## src/rtl/rtc_pkg.sv

```systemverilog
package rtc_pkg;
  localparam int NF = 6;
  localparam int F_SEC = 0;
  localparam int F_MIN = 1;
  localparam int F_HR  = 2;
  localparam int F_DAY = 3;
  localparam int F_MON = 4;
  localparam int F_YR  = 5;

  typedef logic [NF-1:0][7:0] cal_t;

  localparam cal_t CAL_RST = {8'h00, 8'h01, 8'h01, 8'h00, 8'h00, 8'h00};

  function automatic logic [7:0] bcd_inc(input logic [7:0] v,
                                         input logic [7:0] last,
                                         input logic [7:0] first);
    if (v == last) return first;
    if (v[3:0] == 4'd9) return {v[7:4] + 4'd1, 4'h0};
    return {v[7:4], v[3:0] + 4'd1};
  endfunction

  function automatic logic is_leap(input logic [7:0] y);
    if (y[4]) return (y[3:0] == 4'd2) || (y[3:0] == 4'd6);
    return (y[3:0] == 4'd0) || (y[3:0] == 4'd4) || (y[3:0] == 4'd8);
  endfunction

  function automatic logic [7:0] month_last(input logic [7:0] mon,
                                            input logic [7:0] yr);
    case (mon)
      8'h02: return is_leap(yr) ? 8'h29 : 8'h28;
      8'h04, 8'h06, 8'h09, 8'h11: return 8'h30;
      default: return 8'h31;
    endcase
  endfunction
endpackage

```

## src/rtl/rtc_prescaler.sv

```systemverilog
module rtc_prescaler #(
  parameter int TICKS_PER_SEC = 32768
) (
  input  logic clk_i,
  input  logic rst_ni,
  input  logic run_i,
  input  logic tick_i,
  output logic busy_o,
  output logic upd_o
);
  localparam int CW = (TICKS_PER_SEC > 2) ? $clog2(TICKS_PER_SEC) : 1;
  localparam logic [CW-1:0] LAST = CW'(TICKS_PER_SEC - 1);

  logic [CW-1:0] cnt_q;

  assign busy_o = (cnt_q == LAST);
  assign upd_o  = run_i && tick_i && busy_o;

  always_ff @(posedge clk_i or negedge rst_ni) begin
    if (!rst_ni)        cnt_q <= '0;
    else if (!run_i)    cnt_q <= '0;
    else if (tick_i)    cnt_q <= busy_o ? '0 : cnt_q + 1'b1;
  end

  AST_BUSY_STOPPED: assert property (@(posedge clk_i) disable iff (!rst_ni)
    (!run_i && $past(!run_i)) |-> !busy_o);
  AST_BUSY_DROPS: assert property (@(posedge clk_i) disable iff (!rst_ni)
    upd_o |=> !busy_o);
endmodule

```

## src/rtl/rtc_calendar.sv

```systemverilog
module rtc_calendar
  import rtc_pkg::*;
(
  input  logic       clk_i,
  input  logic       rst_ni,
  input  logic       run_i,
  input  logic       tick_i,
  input  logic       upd_i,
  input  logic       wr_i,
  input  logic [2:0] wr_idx_i,
  input  logic [7:0] wr_data_i,
  output cal_t       cal_o,
  output logic       min_evt_o,
  output logic       hr_evt_o,
  output logic       day_evt_o
);
  logic [7:0] cur_q [NF];
  logic [7:0] pd_q  [NF];
  logic       pv_q  [NF];
  logic [7:0] nxt   [NF];
  logic       sec_w, min_w, hr_w, day_w, mon_w, pend_any;
  logic       apply;

  assign apply = tick_i || !run_i;

  always_comb begin
    sec_w = (cur_q[F_SEC] == 8'h59);
    min_w = sec_w && (cur_q[F_MIN] == 8'h59);
    hr_w  = min_w && (cur_q[F_HR] == 8'h23);
    day_w = hr_w && (cur_q[F_DAY] == month_last(cur_q[F_MON], cur_q[F_YR]));
    mon_w = day_w && (cur_q[F_MON] == 8'h12);
    nxt[F_SEC] = bcd_inc(cur_q[F_SEC], 8'h59, 8'h00);
    nxt[F_MIN] = sec_w ? bcd_inc(cur_q[F_MIN], 8'h59, 8'h00) : cur_q[F_MIN];
    nxt[F_HR]  = min_w ? bcd_inc(cur_q[F_HR], 8'h23, 8'h00) : cur_q[F_HR];
    nxt[F_DAY] = hr_w ? bcd_inc(cur_q[F_DAY],
                                month_last(cur_q[F_MON], cur_q[F_YR]), 8'h01)
                      : cur_q[F_DAY];
    nxt[F_MON] = day_w ? bcd_inc(cur_q[F_MON], 8'h12, 8'h01) : cur_q[F_MON];
    nxt[F_YR]  = mon_w ? bcd_inc(cur_q[F_YR], 8'h99, 8'h00) : cur_q[F_YR];
    pend_any = 1'b0;
    for (int i = 0; i < NF; i++) pend_any = pend_any | pv_q[i];
  end

  assign min_evt_o = upd_i && sec_w;
  assign hr_evt_o  = upd_i && min_w;
  assign day_evt_o = upd_i && hr_w;

  for (genvar f = 0; f < NF; f++) begin : g_fld
    logic sel;
    assign sel = wr_i && (wr_idx_i == 3'(f));
    assign cal_o[f] = cur_q[f];

    always_ff @(posedge clk_i or negedge rst_ni) begin
      if (!rst_ni) begin
        cur_q[f] <= CAL_RST[f];
        pd_q[f]  <= 8'h00;
        pv_q[f]  <= 1'b0;
      end else begin
        if (apply) begin
          if (pv_q[f])    cur_q[f] <= pd_q[f];
          else if (upd_i) cur_q[f] <= nxt[f];
          pv_q[f] <= 1'b0;
        end
        if (sel) begin
          if (run_i) begin
            pd_q[f] <= wr_data_i;
            pv_q[f] <= 1'b1;
          end else begin
            cur_q[f] <= wr_data_i;
            pv_q[f]  <= 1'b0;
          end
        end
      end
    end
  end

  AST_HOLD_STOPPED: assert property (@(posedge clk_i) disable iff (!rst_ni)
    (!run_i && !wr_i && !upd_i && !pend_any) |=> $stable(cal_o));
  AST_SEC_WRAP: assert property (@(posedge clk_i) disable iff (!rst_ni)
    (upd_i && !pv_q[F_SEC] && !(wr_i && wr_idx_i == 3'd0) && cal_o[F_SEC] == 8'h59)
    |=> cal_o[F_SEC] == 8'h00);
endmodule

```

## src/rtl/rtc_alarm.sv

```systemverilog
module rtc_alarm
  import rtc_pkg::*;
(
  input  logic       clk_i,
  input  logic       rst_ni,
  input  logic       wr_i,
  input  logic [2:0] wr_idx_i,
  input  logic [7:0] wr_data_i,
  input  cal_t       cal_i,
  output cal_t       alm_o,
  output logic       match_o
);
  logic [NF-1:0] eq;

  for (genvar f = 0; f < NF; f++) begin : g_alm
    logic [7:0] a_q;
    always_ff @(posedge clk_i or negedge rst_ni) begin
      if (!rst_ni)                              a_q <= 8'h00;
      else if (wr_i && (wr_idx_i == 3'(f)))     a_q <= wr_data_i;
    end
    assign alm_o[f] = a_q;
    assign eq[f]    = (a_q == cal_i[f]);
  end

  assign match_o = &eq;
endmodule

```

## src/rtl/rtc_bcd_core.sv

```systemverilog
module rtc_bcd_core
  import rtc_pkg::*;
#(
  parameter int TICKS_PER_SEC = 32768
) (
  input  logic       clk_i,
  input  logic       rst_ni,
  input  logic       tick_i,
  input  logic       we_i,
  input  logic [7:0] addr_i,
  input  logic [7:0] wdata_i,
  output logic [7:0] rdata_o,
  output logic       irq_timer_o,
  output logic       irq_alarm_o
);
  localparam logic [7:0] A_CTRL = 8'h40;
  localparam logic [7:0] A_STAT = 8'h44;
  localparam logic [7:0] A_IEN  = 8'h48;

  logic [2:0] fld;
  logic       aligned, fld_ok, wr_time, wr_alm, wr_ctrl, wr_stat, wr_ien;
  logic       run_q, upd_q, alm_flag_q, irq_timer_q;
  logic [1:0] ien_q;
  logic [3:0] evt_q, evt_set;
  logic       busy, upd, match, min_evt, hr_evt, day_evt, alarm_hit;
  cal_t       cal, alm;

  assign fld     = addr_i[4:2];
  assign aligned = (addr_i[1:0] == 2'b00);
  assign fld_ok  = (fld <= 3'd5);
  assign wr_time = we_i && aligned && fld_ok && (addr_i[7:5] == 3'b000);
  assign wr_alm  = we_i && aligned && fld_ok && (addr_i[7:5] == 3'b001);
  assign wr_ctrl = we_i && (addr_i == A_CTRL);
  assign wr_stat = we_i && (addr_i == A_STAT);
  assign wr_ien  = we_i && (addr_i == A_IEN);

  rtc_prescaler #(.TICKS_PER_SEC(TICKS_PER_SEC)) u_pre (
    .clk_i  (clk_i),
    .rst_ni (rst_ni),
    .run_i  (run_q),
    .tick_i (tick_i),
    .busy_o (busy),
    .upd_o  (upd)
  );

  rtc_calendar u_cal (
    .clk_i     (clk_i),
    .rst_ni    (rst_ni),
    .run_i     (run_q),
    .tick_i    (tick_i),
    .upd_i     (upd),
    .wr_i      (wr_time),
    .wr_idx_i  (fld),
    .wr_data_i (wdata_i),
    .cal_o     (cal),
    .min_evt_o (min_evt),
    .hr_evt_o  (hr_evt),
    .day_evt_o (day_evt)
  );

  rtc_alarm u_alm (
    .clk_i     (clk_i),
    .rst_ni    (rst_ni),
    .wr_i      (wr_alm),
    .wr_idx_i  (fld),
    .wr_data_i (wdata_i),
    .cal_i     (cal),
    .alm_o     (alm),
    .match_o   (match)
  );

  assign evt_set   = {day_evt, hr_evt, min_evt, upd};
  assign alarm_hit = upd_q && match;

  always_ff @(posedge clk_i or negedge rst_ni) begin
    if (!rst_ni) begin
      run_q       <= 1'b0;
      ien_q       <= 2'b00;
      upd_q       <= 1'b0;
      alm_flag_q  <= 1'b0;
      irq_timer_q <= 1'b0;
    end else begin
      if (wr_ctrl) run_q <= wdata_i[0];
      if (wr_ien)  ien_q <= wdata_i[3:2];
      upd_q       <= upd;
      irq_timer_q <= upd && ien_q[0];
      if (alarm_hit)                  alm_flag_q <= 1'b1;
      else if (wr_stat && wdata_i[6]) alm_flag_q <= 1'b0;
    end
  end

  for (genvar e = 0; e < 4; e++) begin : g_evt
    always_ff @(posedge clk_i or negedge rst_ni) begin
      if (!rst_ni)                        evt_q[e] <= 1'b0;
      else if (evt_set[e])                evt_q[e] <= 1'b1;
      else if (wr_stat && wdata_i[e+2])   evt_q[e] <= 1'b0;
    end
  end

  always_comb begin
    rdata_o = 8'h00;
    case (addr_i[7:5])
      3'b000: if (aligned && fld_ok) rdata_o = cal[fld];
      3'b001: if (aligned && fld_ok) rdata_o = alm[fld];
      default: begin
        if (addr_i == A_CTRL) rdata_o = {7'b0, run_q};
        if (addr_i == A_STAT) rdata_o = {1'b0, alm_flag_q, evt_q, run_q, busy};
        if (addr_i == A_IEN)  rdata_o = {4'b0, ien_q, 2'b00};
      end
    endcase
  end

  assign irq_timer_o = irq_timer_q;
  assign irq_alarm_o = alm_flag_q && ien_q[1];

  AST_ALARM_AFTER_UPD: assert property (@(posedge clk_i) disable iff (!rst_ni)
    $rose(alm_flag_q) |-> $past(upd, 2));
  AST_ALARM_W1C: assert property (@(posedge clk_i) disable iff (!rst_ni)
    (wr_stat && wdata_i[6] && !alarm_hit) |=> !alm_flag_q);
  AST_TIMER_PULSE: assert property (@(posedge clk_i) disable iff (!rst_ni)
    irq_timer_o |=> !irq_timer_o);
  AST_SEC_EVT: assert property (@(posedge clk_i) disable iff (!rst_ni)
    upd |=> evt_q[0]);
endmodule

```

## config.mk

```make
export PLATFORM = sky130hd
export DESIGN_NAME = rtc_bcd_core
export DESIGN_NICKNAME = d
export VERILOG_FILES = /design/src/rtl/rtc_pkg.sv /design/src/rtl/rtc_prescaler.sv /design/src/rtl/rtc_calendar.sv /design/src/rtl/rtc_alarm.sv /design/src/rtl/rtc_bcd_core.sv
export SDC_FILE = /design/constraint.sdc
export NUM_CORES = 1
export LEC_CHECK = 0
export ABC_AREA = 1
export BUFFER_PORTS_ARGS = -buffer_cell sky130_fd_sc_hd__buf_2
export CAP_MARGIN = 30
export CORE_MARGIN = 5
export CORE_UTILIZATION = 45
export DETAILED_ROUTE_END_ITERATION = 10
export GPL_ROUTABILITY_DRIVEN = 0
export REMOVE_ABC_BUFFERS = 1
export SYNTH_ARGS = -nofsm -noshare
export SYNTH_HDL_FRONTEND = slang
export SYNTH_SLANG_ARGS = --single-unit
```

## constraint.sdc

```tcl
create_clock -name clk_i -period 2.25 [get_ports clk_i]
set_input_delay 0 -clock clk_i [delete_from_list [all_inputs] [get_ports clk_i]]
set_output_delay 0 -clock clk_i [all_outputs]
set_load 0.02 [all_outputs]
```

# Word level (Yosys, flattened, before mapping)
# Cells that the tools add are included.
[totals] regBits=175 wordCells=267
[classes] eq_ne=38 n_mux=115 magnitude_cmp=2 reduce_logical=65 n_addsub=13
[op_table] cell="2-to-1 mux 8 bit" n=65
[op_table] cell="equality test 8 bit" n=7
[op_table] cell="adder 4 x 1 -> 4 bit (second input constant)" n=12
[op_table] cell="binary-select mux 8 bit (select 3 bit)" n=2
[op_table] cell="2-to-1 mux 15 bit" n=3
[op_table] cell="2-to-1 mux 1 bit" n=43
[op_table] cell="equality test 8 x 7 -> 1 bit (second input constant)" n=5
[op_table] cell="logical AND 1 bit" n=37
[op_table] cell="case mux 8 bit (2 select lines)" n=2
[op_table] cell="equality test 4 bit (second input constant)" n=7
[op_table] cell="nonzero test 2 bit" n=11
[op_table] cell="equality test 8 x 3 -> 1 bit (second input constant)" n=2
[op_table] cell="equality test 8 x 5 -> 1 bit (second input constant)" n=2
[op_table] cell="adder 15 x 1 -> 15 bit (second input constant)" n=1
[op_table] cell="equality test 15 bit (second input constant)" n=1
[op_table] cell="AND reduction 2 bit" n=6
[op_table] cell="equality test 4 x 3 -> 1 bit (second input constant)" n=2
[op_table] cell="equality test 8 x 2 -> 1 bit (second input constant)" n=1
[op_table] cell="equality test 8 x 4 -> 1 bit (second input constant)" n=1
[op_table] cell="equality test 8 x 6 -> 1 bit (second input constant)" n=1
[op_table] cell="equality test 8 bit (second input constant)" n=1
[op_table] cell="equality test 3 x 1 -> 1 bit (second input constant)" n=2
[op_table] cell="equality test 3 x 2 -> 1 bit (second input constant)" n=2
[op_table] cell="equality test 3 bit (second input constant)" n=2
[op_table] cell="11 further kinds" n=15

# Logic depth before layout (Yosys ltp)
# Gate-level depths: netlist of the first run.
[depth] ltp_word=18 mapped_depth=18 depth_no_buf=18

# Modules after synthesis
# A second synthesis of the first run with hierarchy kept.
[unflattened] hier_cells=1631 area_unflattened_um2=11647.4
[by_module_without_submodules] module="rtc_calendar" seq_area_each_um2=2555.0 area_each_um2=6277.3 cells_each=854 n_inst=1
[by_module_without_submodules] module="rtc_alarm" seq_area_each_um2=1201.2 area_each_um2=2576.2 cells_each=285 n_inst=1
[by_module_without_submodules] module="rtc_bcd_core" seq_area_each_um2=250.2 area_each_um2=1891.8 cells_each=368 n_inst=1
[by_module_without_submodules] module="rtc_prescaler" seq_area_each_um2=375.4 area_each_um2=902.1 cells_each=124 n_inst=1

# Worst setup path after synthesis of the first run
# Ideal clock, no wire load.
[synth_timing] path_kind="register to register" startpoint="reg u_cal.cur_q (netlist bit u_cal.cal_o[5])" endpoint="reg u_cal.cur_q (netlist bit u_cal.cal_o[42])" setup_slack_ns=0.177 path_buffers=0 stages_incl_launch_ff=16 arrival_time_ns=1.955 required_time_ns=2.132 setup_ns=0.118 path_cell_list="dfrtp_1 > inv_1 > ha_1 > nand3_4 > clkinv_4 > nand3_4 > nor2_4 > nand2_4 > inv_1 > nand2_4 > nor2_8 > nand2_4 > a21oi_1 > nand2_1 > a21oi_1 > nor2_1"
[synth_via] elab_chain_cells=11
[synth_lines] item="start, declared" line="rtc_calendar.sv:17" text="logic [7:0] cur_q [NF];"
[synth_lines] item="start signal, assigned by index" line="rtc_calendar.sv:55" text="cur_q[f] <= CAL_RST[f];"
[synth_lines] item="start signal, assigned by index" line="rtc_calendar.sv:60" text="if (pv_q[f]) cur_q[f] <= pd_q[f];"
[synth_lines] item="start signal, assigned by index" line="rtc_calendar.sv:61" text="else if (upd_i) cur_q[f] <= nxt[f];"
[synth_lines] item="equality test 8 x 7 -> 1 bit (*)" line="rtc_calendar.sv:27" text="sec_w = (cur_q[F_SEC] == 8'h59);"
[synth_lines] item="logical AND 1 bit (*)" line="rtc_calendar.sv:28" text="min_w = sec_w && (cur_q[F_MIN] == 8'h59);"
[synth_lines] item="logical AND 1 bit (*)" line="rtc_calendar.sv:29" text="hr_w = min_w && (cur_q[F_HR] == 8'h23);"
[synth_lines] item="logical AND 1 bit (*)" line="rtc_calendar.sv:30" text="day_w = hr_w && (cur_q[F_DAY] == month_last(cur_q[F_MON], cur_q[F_YR]));"
[synth_lines] item="logical AND 1 bit (*)" line="rtc_calendar.sv:31" text="mon_w = day_w && (cur_q[F_MON] == 8'h12);"
[synth_lines] item="2-to-1 mux 8 bit (*)" line="rtc_calendar.sv:39" text="nxt[F_YR] = mon_w ? bcd_inc(cur_q[F_YR], 8'h99, 8'h00) : cur_q[F_YR];"
[synth_lines] item="2-to-1 mux 8 bit (*)" line="rtc_calendar.sv:61"
[synth_lines] item="2-to-1 mux 8 bit (*)" line="rtc_calendar.sv:60"
[synth_lines] item="2-to-1 mux 8 bit (*)" line="rtc_calendar.sv:59" text="if (apply) begin"
[synth_lines] item="2-to-1 mux 8 bit" line="rtc_calendar.sv:65" text="if (run_i) begin"
[synth_lines] item="2-to-1 mux 8 bit (*)" line="rtc_calendar.sv:64" text="if (sel) begin"
# Mark *: on every way between the ends. The rest lies on a longest branch, timed or not.
# A chain may end at the register's enable or synchronous reset.

# Worst setup path after layout of the first run
[layout_timing] startpoint="reg u_cal.cur_q (netlist bit u_cal.cal_o[36])" endpoint="reg u_cal.cur_q (netlist bit u_cal.cal_o[37])"
[layout_via] elab_chain_cells=11 word_cells_on_any_way=21
[layout_lines] item="equality test 8 x 3 -> 1 bit (tied with other cells)" line="rtc_pkg.sv:29" text="case (mon)"
[layout_lines] item="OR reduction 4 bit" line="rtc_pkg.sv:29"
[layout_lines] item="case mux 8 bit (2 select lines)" line="rtc_pkg.sv:29"
[layout_lines] item="equality test 8 bit" line="rtc_calendar.sv:30"
[layout_lines] item="logical AND 1 bit" line="rtc_calendar.sv:30"
[layout_lines] item="2-to-1 mux 8 bit (*)" line="rtc_calendar.sv:38" text="nxt[F_MON] = day_w ? bcd_inc(cur_q[F_MON], 8'h12, 8'h01) : cur_q[F_MON];"
[layout_lines] item="2-to-1 mux 8 bit (*)" line="rtc_calendar.sv:61"
[layout_lines] item="2-to-1 mux 8 bit (*)" line="rtc_calendar.sv:60"
[layout_lines] item="2-to-1 mux 8 bit (*)" line="rtc_calendar.sv:59"
[layout_lines] item="2-to-1 mux 8 bit" line="rtc_calendar.sv:65"
[layout_lines] item="2-to-1 mux 8 bit (*)" line="rtc_calendar.sv:64"
# Marked as above.

==> results of run 1 <==
==> worst max-delay path, delay by kind of cell, from the launching register on <==
kind | cells | cell delay, ns
and+or+nand+nor | 11 | 1.14
adders and majority gates | 1 | 0.16
buffers and inverters | 2 | 0.19
DFF | 1 | 0.44
AOI/OAI and AO/OA | 2 | 0.27
==> registers in the layout, indices dropped and copies added (netlist names), 2 cells and up <==
register and flops:
evt_q 4, ien_q 2, u_alm.g_alm.a_q 48, u_cal.cal_o 48, u_cal.pd_q 48, u_cal.pv_q 6
u_pre.cnt_q 15
==> cell families after synthesis <==
family / after synthesis / synth area share, %
AO/OA/AOI/OAI: 400 / 20.6
XOR/XNOR: 34 / 2.75
adder cells (fa/ha/maj): 21 / 2.43
buffers and inverters: 227 / 8.33
flip-flops: 175 / 40.5
AND/OR/NAND/NOR: 606 / 25.4
==> metrics by stage <==
stage / power [mW] / cell area, um2 / TNS [ns]
2_1_floorplan: 6.07 / 10600 / -80.40
3_3_place_gp: 7.72 / 12000 / 0
3_5_place_dp: 7.75 / 12000 / -0.107
4_1_cts: 11.0 / 12800 / -0.0531
5_1_grt: 12.1 / 13200 / -3.75
6_report: 11.5 / 13200 / -0.0413
==> power by group through the flow <==
stage	registers, mW	logic (mW)	clock network [mW]
4_1_cts	4.05	3.73	3.21
2_1_floorplan	4.06	2.01	0
5_1_grt	4.13	4.58	3.35
3_3_place_gp	4.10	3.62	0
3_5_place_dp	4.10	3.66	0
6_report	4.08	4.18	3.20
==> Yosys cell counts, types with 16 or more instances <==
library cell and count:
nand4_1 16, nand2_1 332, ha_1 21, nand3_1 74
clkbuf_1 40, o21ai_0 236, dfrtp_1 173, xor2_1 27
nor2_1 112, a21oi_1 69, o211ai_1 21, nor3_1 16
inv_1 157, o22ai_1 26
==> per-layer routing <==
| layer | up-vias | routed length (um) | global-route usage (%) |
|---|---|---|---|
| li1 | 5167 | - | - |
| met1 | 5250 | 17400 | 41.6 |
| met2 | 486 | 17000 | 44.0 |
| met3 | 109 | 3140 | 5.39 |
| met5 | - | 0 | 0 |
| met4 | 0 | 1700 | 11.2 |
==> worst max path at each step <==
stage,from,endpoint,depth (start not counted)
floorplan,run_q$_DFFE_PN0P_,u_cal.cal_o[21]$_DFF_PN0_,6
global placement,u_pre.cnt_q[0]$_DFFE_PN0N_,u_cal.cal_o[39]$_DFF_PN0_,15
detailed placement,u_pre.cnt_q[0]$_DFFE_PN0N_,u_cal.cal_o[39]$_DFF_PN0_,15
CTS,u_cal.cal_o[8]$_DFF_PN0_,rdata_o[0],8
global route,u_cal.cal_o[36]$_DFF_PN0_,u_cal.cal_o[47]$_DFF_PN0_,18
finish,u_cal.cal_o[36]$_DFF_PN0_,u_cal.cal_o[37]$_DFF_PN0_,16
==> area by class of cell <==
| cell class | instances | area (um2) |
|---|---|---|
| tap | 319 | 399 |
| inverter | 167 | 634 |
| clock inverter | 10 | 154 |
| fill | 2230 | 10400 |
| timing repair buffer | 169 | 1300 |
| clock buffer | 22 | 454 |
| multi-input combinational | 1062 | 5900 |
| sequential | 175 | 4390 |
==> what timing repair did <==
item                                    in CTS  in global routing
endpoints found under the hold margin      201                  0
setup buffers                                2                 14
endpoints found under the setup margin      10                 96
gates cloned                                 0                  1
hold buffers                                13                  0
gates resized for setup                     12                111
pin swaps                                    4                 38
==> placed cells by master (no fill, tap or decap), types with 4 or more instances in the layout <==
| master | synthesis | routed |
|---|---|---|
| nor2_1 | 112 | 104 |
| clkbuf_16 | 0 | 17 |
| nand3_2 | 3 | 11 |
| o211ai_1 | 21 | 21 |
| o21ai_0 | 236 | 209 |
| nor2_2 | 9 | 7 |
| buf_4 | 1 | 118 |
| o22ai_1 | 26 | 25 |
| nand2_2 | 2 | 10 |
| o221ai_1 | 13 | 11 |
| nand2_1 | 332 | 324 |
| nand2_4 | 6 | 6 |
| nand3b_1 | 6 | 6 |
| nand3_4 | 2 | 7 |
| xor2_1 | 27 | 27 |
| nor4_1 | 9 | 9 |
| inv_1 | 157 | 146 |
| buf_2 | 8 | 27 |
| buf_6 | 3 | 8 |
| nor3_1 | 16 | 15 |
| inv_2 | 6 | 17 |
| dfrtp_1 | 173 | 170 |
| dlygate4sd3_1 | 0 | 13 |
| nor2_4 | 6 | 16 |
| ha_1 | 21 | 18 |
| a21oi_1 | 69 | 58 |
| nand4_1 | 16 | 16 |
| o2111ai_1 | 4 | 4 |
| o21ai_1 | 4 | 23 |
| a21oi_2 | 0 | 10 |
| clkbuf_1 | 40 | 4 |
| o21bai_1 | 4 | 4 |
| a22oi_1 | 4 | 4 |
| o21ai_2 | 1 | 9 |
| nand3_1 | 74 | 61 |
| xnor2_1 | 7 | 7 |
| a31oi_1 | 5 | 5 |
==> flow_metrics.py, run 1 <==
metrics = {
    "outcome": {
        "outcome": "finished with violations",
        "violations": "negative setup slack",
    },
    "global_routing": {
        "grt_max_degree": 61,
        "grt_pass1_wl_um": 60400,
        "antenna_found_initial": 0,
        "grt_pass1_vias": 10300,
        "gr-total-overflow": 0,
        "track_usage_pct": 29.2,
    },
    "power_and_ir_drop": {
        "internal_power_mw": 7.05,
        "ir_drop_mv": 0.364,
        "power_switching_mw": 4.41,
        "p_leak_nw": 6.16,
        "p_clk_share_pct": 27.9,
        "p_seq_share_pct": 35.6,
        "switching_share_pct": 38.5,
        "p_per_area_mw_per_mm2": 866,
        "pwr-share-comb_pct": 36.5,
    },
    "worst_setup_path": {
        "path_cells": "inv_2 -> ha_4 -> nand3_4 -> inv_2 -> nand2_1 -> nand2_1 -> nand3_2 -> nor2_4 -> nand3_4 -> nor2_8 -> nand2_2 -> nand2_1 -> nand2_1 -> o21ai_1 -> nand2_1 -> a21oi_2",
        "reg2reg_depth": 16,
        "reg2reg_from": "u_cal.cal_o[36]$_DFF_PN0_",
        "start_kind": "flip-flop",
        "crit_path_end_kind": "flip-flop",
        "critPathMaxStageDelay_ns": 0.44,
        "critical_path_class": "flip-flop to flip-flop",
        "crit_arrival_ns": 2.64,
        "critPathMaxFanout": 8,
        "crit_top_cell": "nand2_1",
        "regToRegSetupSlack_ns": -0.02,
        "reg2reg_to": "u_cal.cal_o[37]$_DFF_PN0_",
        "cp_slowest_cell": "dfrtp_2",
        "required_ns": 2.62,
    },
    "sta": {
        "setup_violations": 6,
        "fmax_ghz": 0.441,
        "fin_skew_ns": 0.00894,
        "relSlewSlack_pct": 45.3,
        "fin_crit_ns": 2.27,
        "maxSlewViolCount": 0,
        "hold_viol_final": 0,
        "worst_slack_ns": -0.0197,
        "tightestPinTransition_ns": 0.820,
        "holdWs_ns": 0.00766,
        "period_share_pct": 101,
        "rsz0062_at_grt": "yes",
    },
    "detailed_routing": {
        "via_count": 11000,
        "dr.pass1.iters": 6,
        "post_drt_wl_per_cell_um": 20.4,
        "drtAntennaViolNets": 0,
        "route.detailed.drc": 0,
        "drtIter0Drc": 1306,
        "wl_um": 39300,
        "viasPerCell": 5.72,
    },
    "clock_network": {
        "clock-sinks": 175,
        "cts_tree": "yes",
        "cts_buffers": 17,
        "cts_buffer_depth": 2,
        "cts-root-buf": "clkbuf_16",
        "clkLatencyLatePin_ns": 0.45,
        "h-tree-depth": 4,
        "path_clk_slew_ns": 0.07,
    },
    "final_layout": {
        "diodes": 0,
        "drive_gt1_share_pct": 18.8,
        "instances_no_fill": 1924,
        "syn_to_final_growth_pct": 22.2,
        "fin_nets": 1633,
        "post-route-util_pct": 56.0,
    },
    "logic_synthesis": {
        "syn-cell-area_mm2": 0.0108,
        "synth.yosys.seq_area_share_pct": 40.5,
        "syn_inst": 1463,
        "netlist_top_cells_area": "dfrtp_1, nand2_1, o21ai_0, inv_1, nor2_1",
        "syn_avg_cell_area_um2": 7.40,
        "async_flop_share_pct": 100,
        "ys_seq_elements": 175,
        "yosys_most_used_dff": "dfrtp_1",
        "synth_area_leader_cell": "dfrtp_1",
        "synthDominantCellAreaShare_pct": 40.0,
        "yosys_warnings": 0,
        "synth_edf_count": 0,
        "ys_types": 59,
    },
    "hold_path": {
        "hold_class": "input port to async pin",
    },
    "floorplanning": {
        "initial_core_util_pct": 45.9,
        "fp.dieW_um": 165,
        "core-area_mm2": 0.0236,
        "die_h_um": 165,
        "dieArea_mm2": 0.0273,
        "row_count": 56,
        "io_pins": 30,
    },
    "run": {
        "cap_viol_max_count": 0,
    },
    "placement": {
        "place_ws_ns": -0.0783,
        "io_buffers": 29,
        "placed_cells": 1862,
        "hpwlAfterDp_um": 28200,
    },
}
(Power assumes the default switching activity.)
==> inputs of run 2 (changes only) <==
- ABC_AREA: 1 -> default
- clock period: 2.25 -> 2.13 ns (I/O delays scaled with it)
==> flow_metrics.py, run 2 <==
metrics = {
    "power_and_ir_drop": {
        "p_clk_share_pct": 35.0,
        "p_leak_nw": 6.43,
        "switching_share_pct": 31.5,
        "pwr-share-comb_pct": 25.3,
        "p_seq_share_pct": 39.7,
        "power_switching_mw": 2.93,
        "ir_drop_mv": 0.535,
        "p_per_area_mw_per_mm2": 665,
        "p_total_mw": 9.32,
        "internal_power_mw": 6.39,
    },
    "logic_synthesis": {
        "synthDominantCellAreaShare_pct": 40.4,
        "netlist_top_cells_area": "dfrtp_1, mux2_2, nand2_1, o21ai_0, mux4_2",
        "syn-cell-area_mm2": 0.0107,
        "syn_avg_cell_area_um2": 9.35,
        "syn_inst": 1147,
        "synth_area_leader_cell": "dfrtp_1",
        "async_flop_share_pct": 100,
        "ys_types": 72,
        "yosys_most_used_dff": "dfrtp_1",
        "ys_seq_elements": 175,
        "yosys_warnings": 0,
        "yosysMostFrequentCell": "dfrtp_1",
        "synthTopCellsByCount": "dfrtp_1, nand2_1, o21ai_0",
        "synth.yosys.seq_area_share_pct": 40.8,
        "synth_edf_count": 0,
    },
    "final_layout": {
        "drive_gt1_share_pct": 36.0,
        "layout_commonest_cell": "dfrtp_1",
        "fin_nets": 1360,
        "diodes": 0,
        "syn_to_final_growth_pct": 30.7,
        "final_cell_mix": "dfrtp_1, buf_4, nand2_1, mux2_2, nor2_1",
    },
    "hold_path": {
        "hold_class": "input port to flip-flop",
        "min-delay-start": "wdata_i[7]",
    },
    "detailed_routing": {
        "wl_um": 36000,
        "drtAntennaViolNets": 0,
        "wl_met1_um": 16200,
        "drtIter0Drc": 1107,
        "via_count": 9844,
        "dr.pass1.iters": 7,
        "route.detailed.drc": 0,
        "viasPerCell": 5.96,
        "met3WireLength_um": 2470,
        "post_drt_wl_per_cell_um": 21.8,
        "dr.max_layer_used": "met4",
        "routed-wl-met2_um": 16100,
    },
    "clock_network": {
        "h-tree-depth": 4,
        "clock-sinks": 175,
        "path_clk_slew_ns": 0.07,
        "cts_buffer_depth": 2,
        "cts_tree": "yes",
        "clkLatencyLatePin_ns": 0.44,
        "cts-root-buf": "clkbuf_16",
        "cts_buffers": 17,
    },
    "sta": {
        "rsz0062_at_grt": "yes",
        "maxSlewViolCount": 0,
        "setup_violations": 53,
        "hold_viol_final": 0,
        "tightestPinTransition_ns": 0.959,
        "relSlewSlack_pct": 36.0,
        "fin_crit_ns": 2.60,
        "period_share_pct": 122,
        "worst_slack_ns": -0.470,
        "fin_skew_ns": 0.0127,
        "holdWs_ns": 0.0420,
        "fmax_ghz": 0.385,
    },
    "global_routing": {
        "antenna_found_initial": 0,
        "track_usage_pct": 26.7,
        "gr-total-overflow": 0,
        "grt_pass1_wl_um": 55200,
        "grt_pass1_vias": 9352,
        "grt_max_degree": 65,
    },
    "run": {
        "cap_viol_max_count": 0,
    },
    "floorplanning": {
        "initial_core_util_pct": 45.7,
        "row_count": 56,
        "dieArea_mm2": 0.0270,
        "core-area_mm2": 0.0235,
        "fp.dieW_um": 164,
        "io_pins": 30,
        "die_h_um": 164,
    },
    "worst_setup_path": {
        "required_ns": 2.45,
        "reg2reg_from": "u_cal.cal_o[35]$_DFF_PN0_",
        "critical_path_class": "flip-flop to flip-flop",
        "critPathMaxFanout": 7,
        "crit_path_end_kind": "flip-flop",
        "start_kind": "flip-flop",
        "cp-startpoint": "u_cal.cal_o[35]$_DFF_PN0_",
        "crit_arrival_ns": 2.92,
    },
    "placement": {
        "hpwlAfterDp_um": 24700,
        "io_buffers": 29,
        "place_ws_ns": -0.567,
    },
    "outcome": {
        "violations": "negative setup slack",
        "outcome": "finished with violations",
    },
}
[run 2: cell types whose count changed in the layout (fill, tap and decap cells not counted), moves of 23 or more]
cell,before,now
mux2_2,0,82
nand2_1,324,116
buf_4,118,156
nand3_1,61,31
inv_1,146,40
nor2_1,104,58
xnor2_1,7,34
o21ai_0,209,43
mux2i_1,0,23
buf_6,8,45
[run 2: power groups by stage]
| stage | Sequential (mW) | Combinational [mW] | Clock (mW) |
|---|---|---|---|
| after floorplan | 3.86 | 0.911 | 0 |
| after global placement | 3.74 | 2.03 | 0 |
| after detailed placement | 3.75 | 2.05 | 0 |
| after CTS | 3.69 | 2.13 | 3.30 |
| after global routing | 3.72 | 2.52 | 3.43 |
| final | 3.70 | 2.36 | 3.26 |
[run 2: area by class of cell]
class,count,area (um2)
clock buffer,18,429
tap,319,399
clock inverter,14,168
sequential,175,4380
inverter,45,169
timing repair buffer,238,2030
fill,1999,9460
multi-input combinational,842,6440
[run 2: timing repair]
| item | in CTS | in global routing |
|---|---|---|
| hold buffers | 5 | 0 |
| resized for setup | 104 | 135 |
| setup endpoints to repair | 60 | 65 |
| pin swaps | 67 | 64 |
| hold endpoints to repair | 69 | 0 |
| setup buffers | 17 | 31 |
| cloned | 1 | 0 |
[run 2: metrics by stage]
| step | instances | cell area [um2] | TNS (ns) | util, % |
|---|---|---|---|---|
| 3_3_place_gp | 1573 | 12300 | -17.68 | 52.2 |
| 3_5_place_dp | 1573 | 12300 | -20.08 | 52.2 |
| 4_1_cts | 1626 | 13400 | -12.63 | 56.9 |
| 5_1_grt | 1651 | 14000 | -22.21 | 59.7 |
| 2_1_floorplan | 1062 | 10400 | -51.97 | - |
| 6_report | 1651 | 14000 | -15.56 | 59.7 |
[run 2: path summary, 6_finish.rpt]
| check | cells past startpoint | slack, ns | end |
|---|---|---|---|
| min | 3 | 0.04 | u_cal.cal_o[39]$_DFF_PN0_ |
| max | 10 | -0.47 | u_cal.cal_o[37]$_DFF_PN0_ |
| min reg2reg | 2 | 0.48 | u_cal.pd_q[38]$_DFFE_PN0P_ |
| max in group asynchronous | 3 | 1.25 | u_cal.cal_o[24]$_DFF_PN1_ |
| max reg2reg | 10 | -0.47 | u_cal.cal_o[37]$_DFF_PN0_ |
| min in group asynchronous | 2 | 0.12 | u_pre.cnt_q[0]$_DFFE_PN0N_ |
[run 2: worst max-delay path, stage by stage (launching register included)]
cell,delay (ns)
dfrtp_2,0.43
nor4b_4,0.31
nand3_1,0.12
mux2i_1,0.20
or4b_4,0.50
buf_8,0.16
a211oi_2,0.22
buf_6,0.19
nand2_1,0.08
a31oi_1,0.19
o31ai_1,0.08
[run 2: layer usage]
layer / global-route usage, % / up-vias
li1: - / 4517
met1: 39.0 / 4853
met2: 40.3 / 401
met3: 4.62 / 73
met4: 9.57 / 0
met5: 0 / -
[run 2: cell families (layout without fill, tap and decap cells)]
kind of cell / Yosys count / count (layout) / synth area share, %
DFF: 175 / 175 / 40.8
and+or+nand+nor: 373 / 373 / 17.1
adders and majority gates: 21 / 21 / 2.45
xor gates and xnor gates: 58 / 58 / 4.74
AOI/OAI and AO/OA: 268 / 268 / 15.9
muxes: 122 / 122 / 14.2
buffers and inverters: 130 / 315 / 4.79
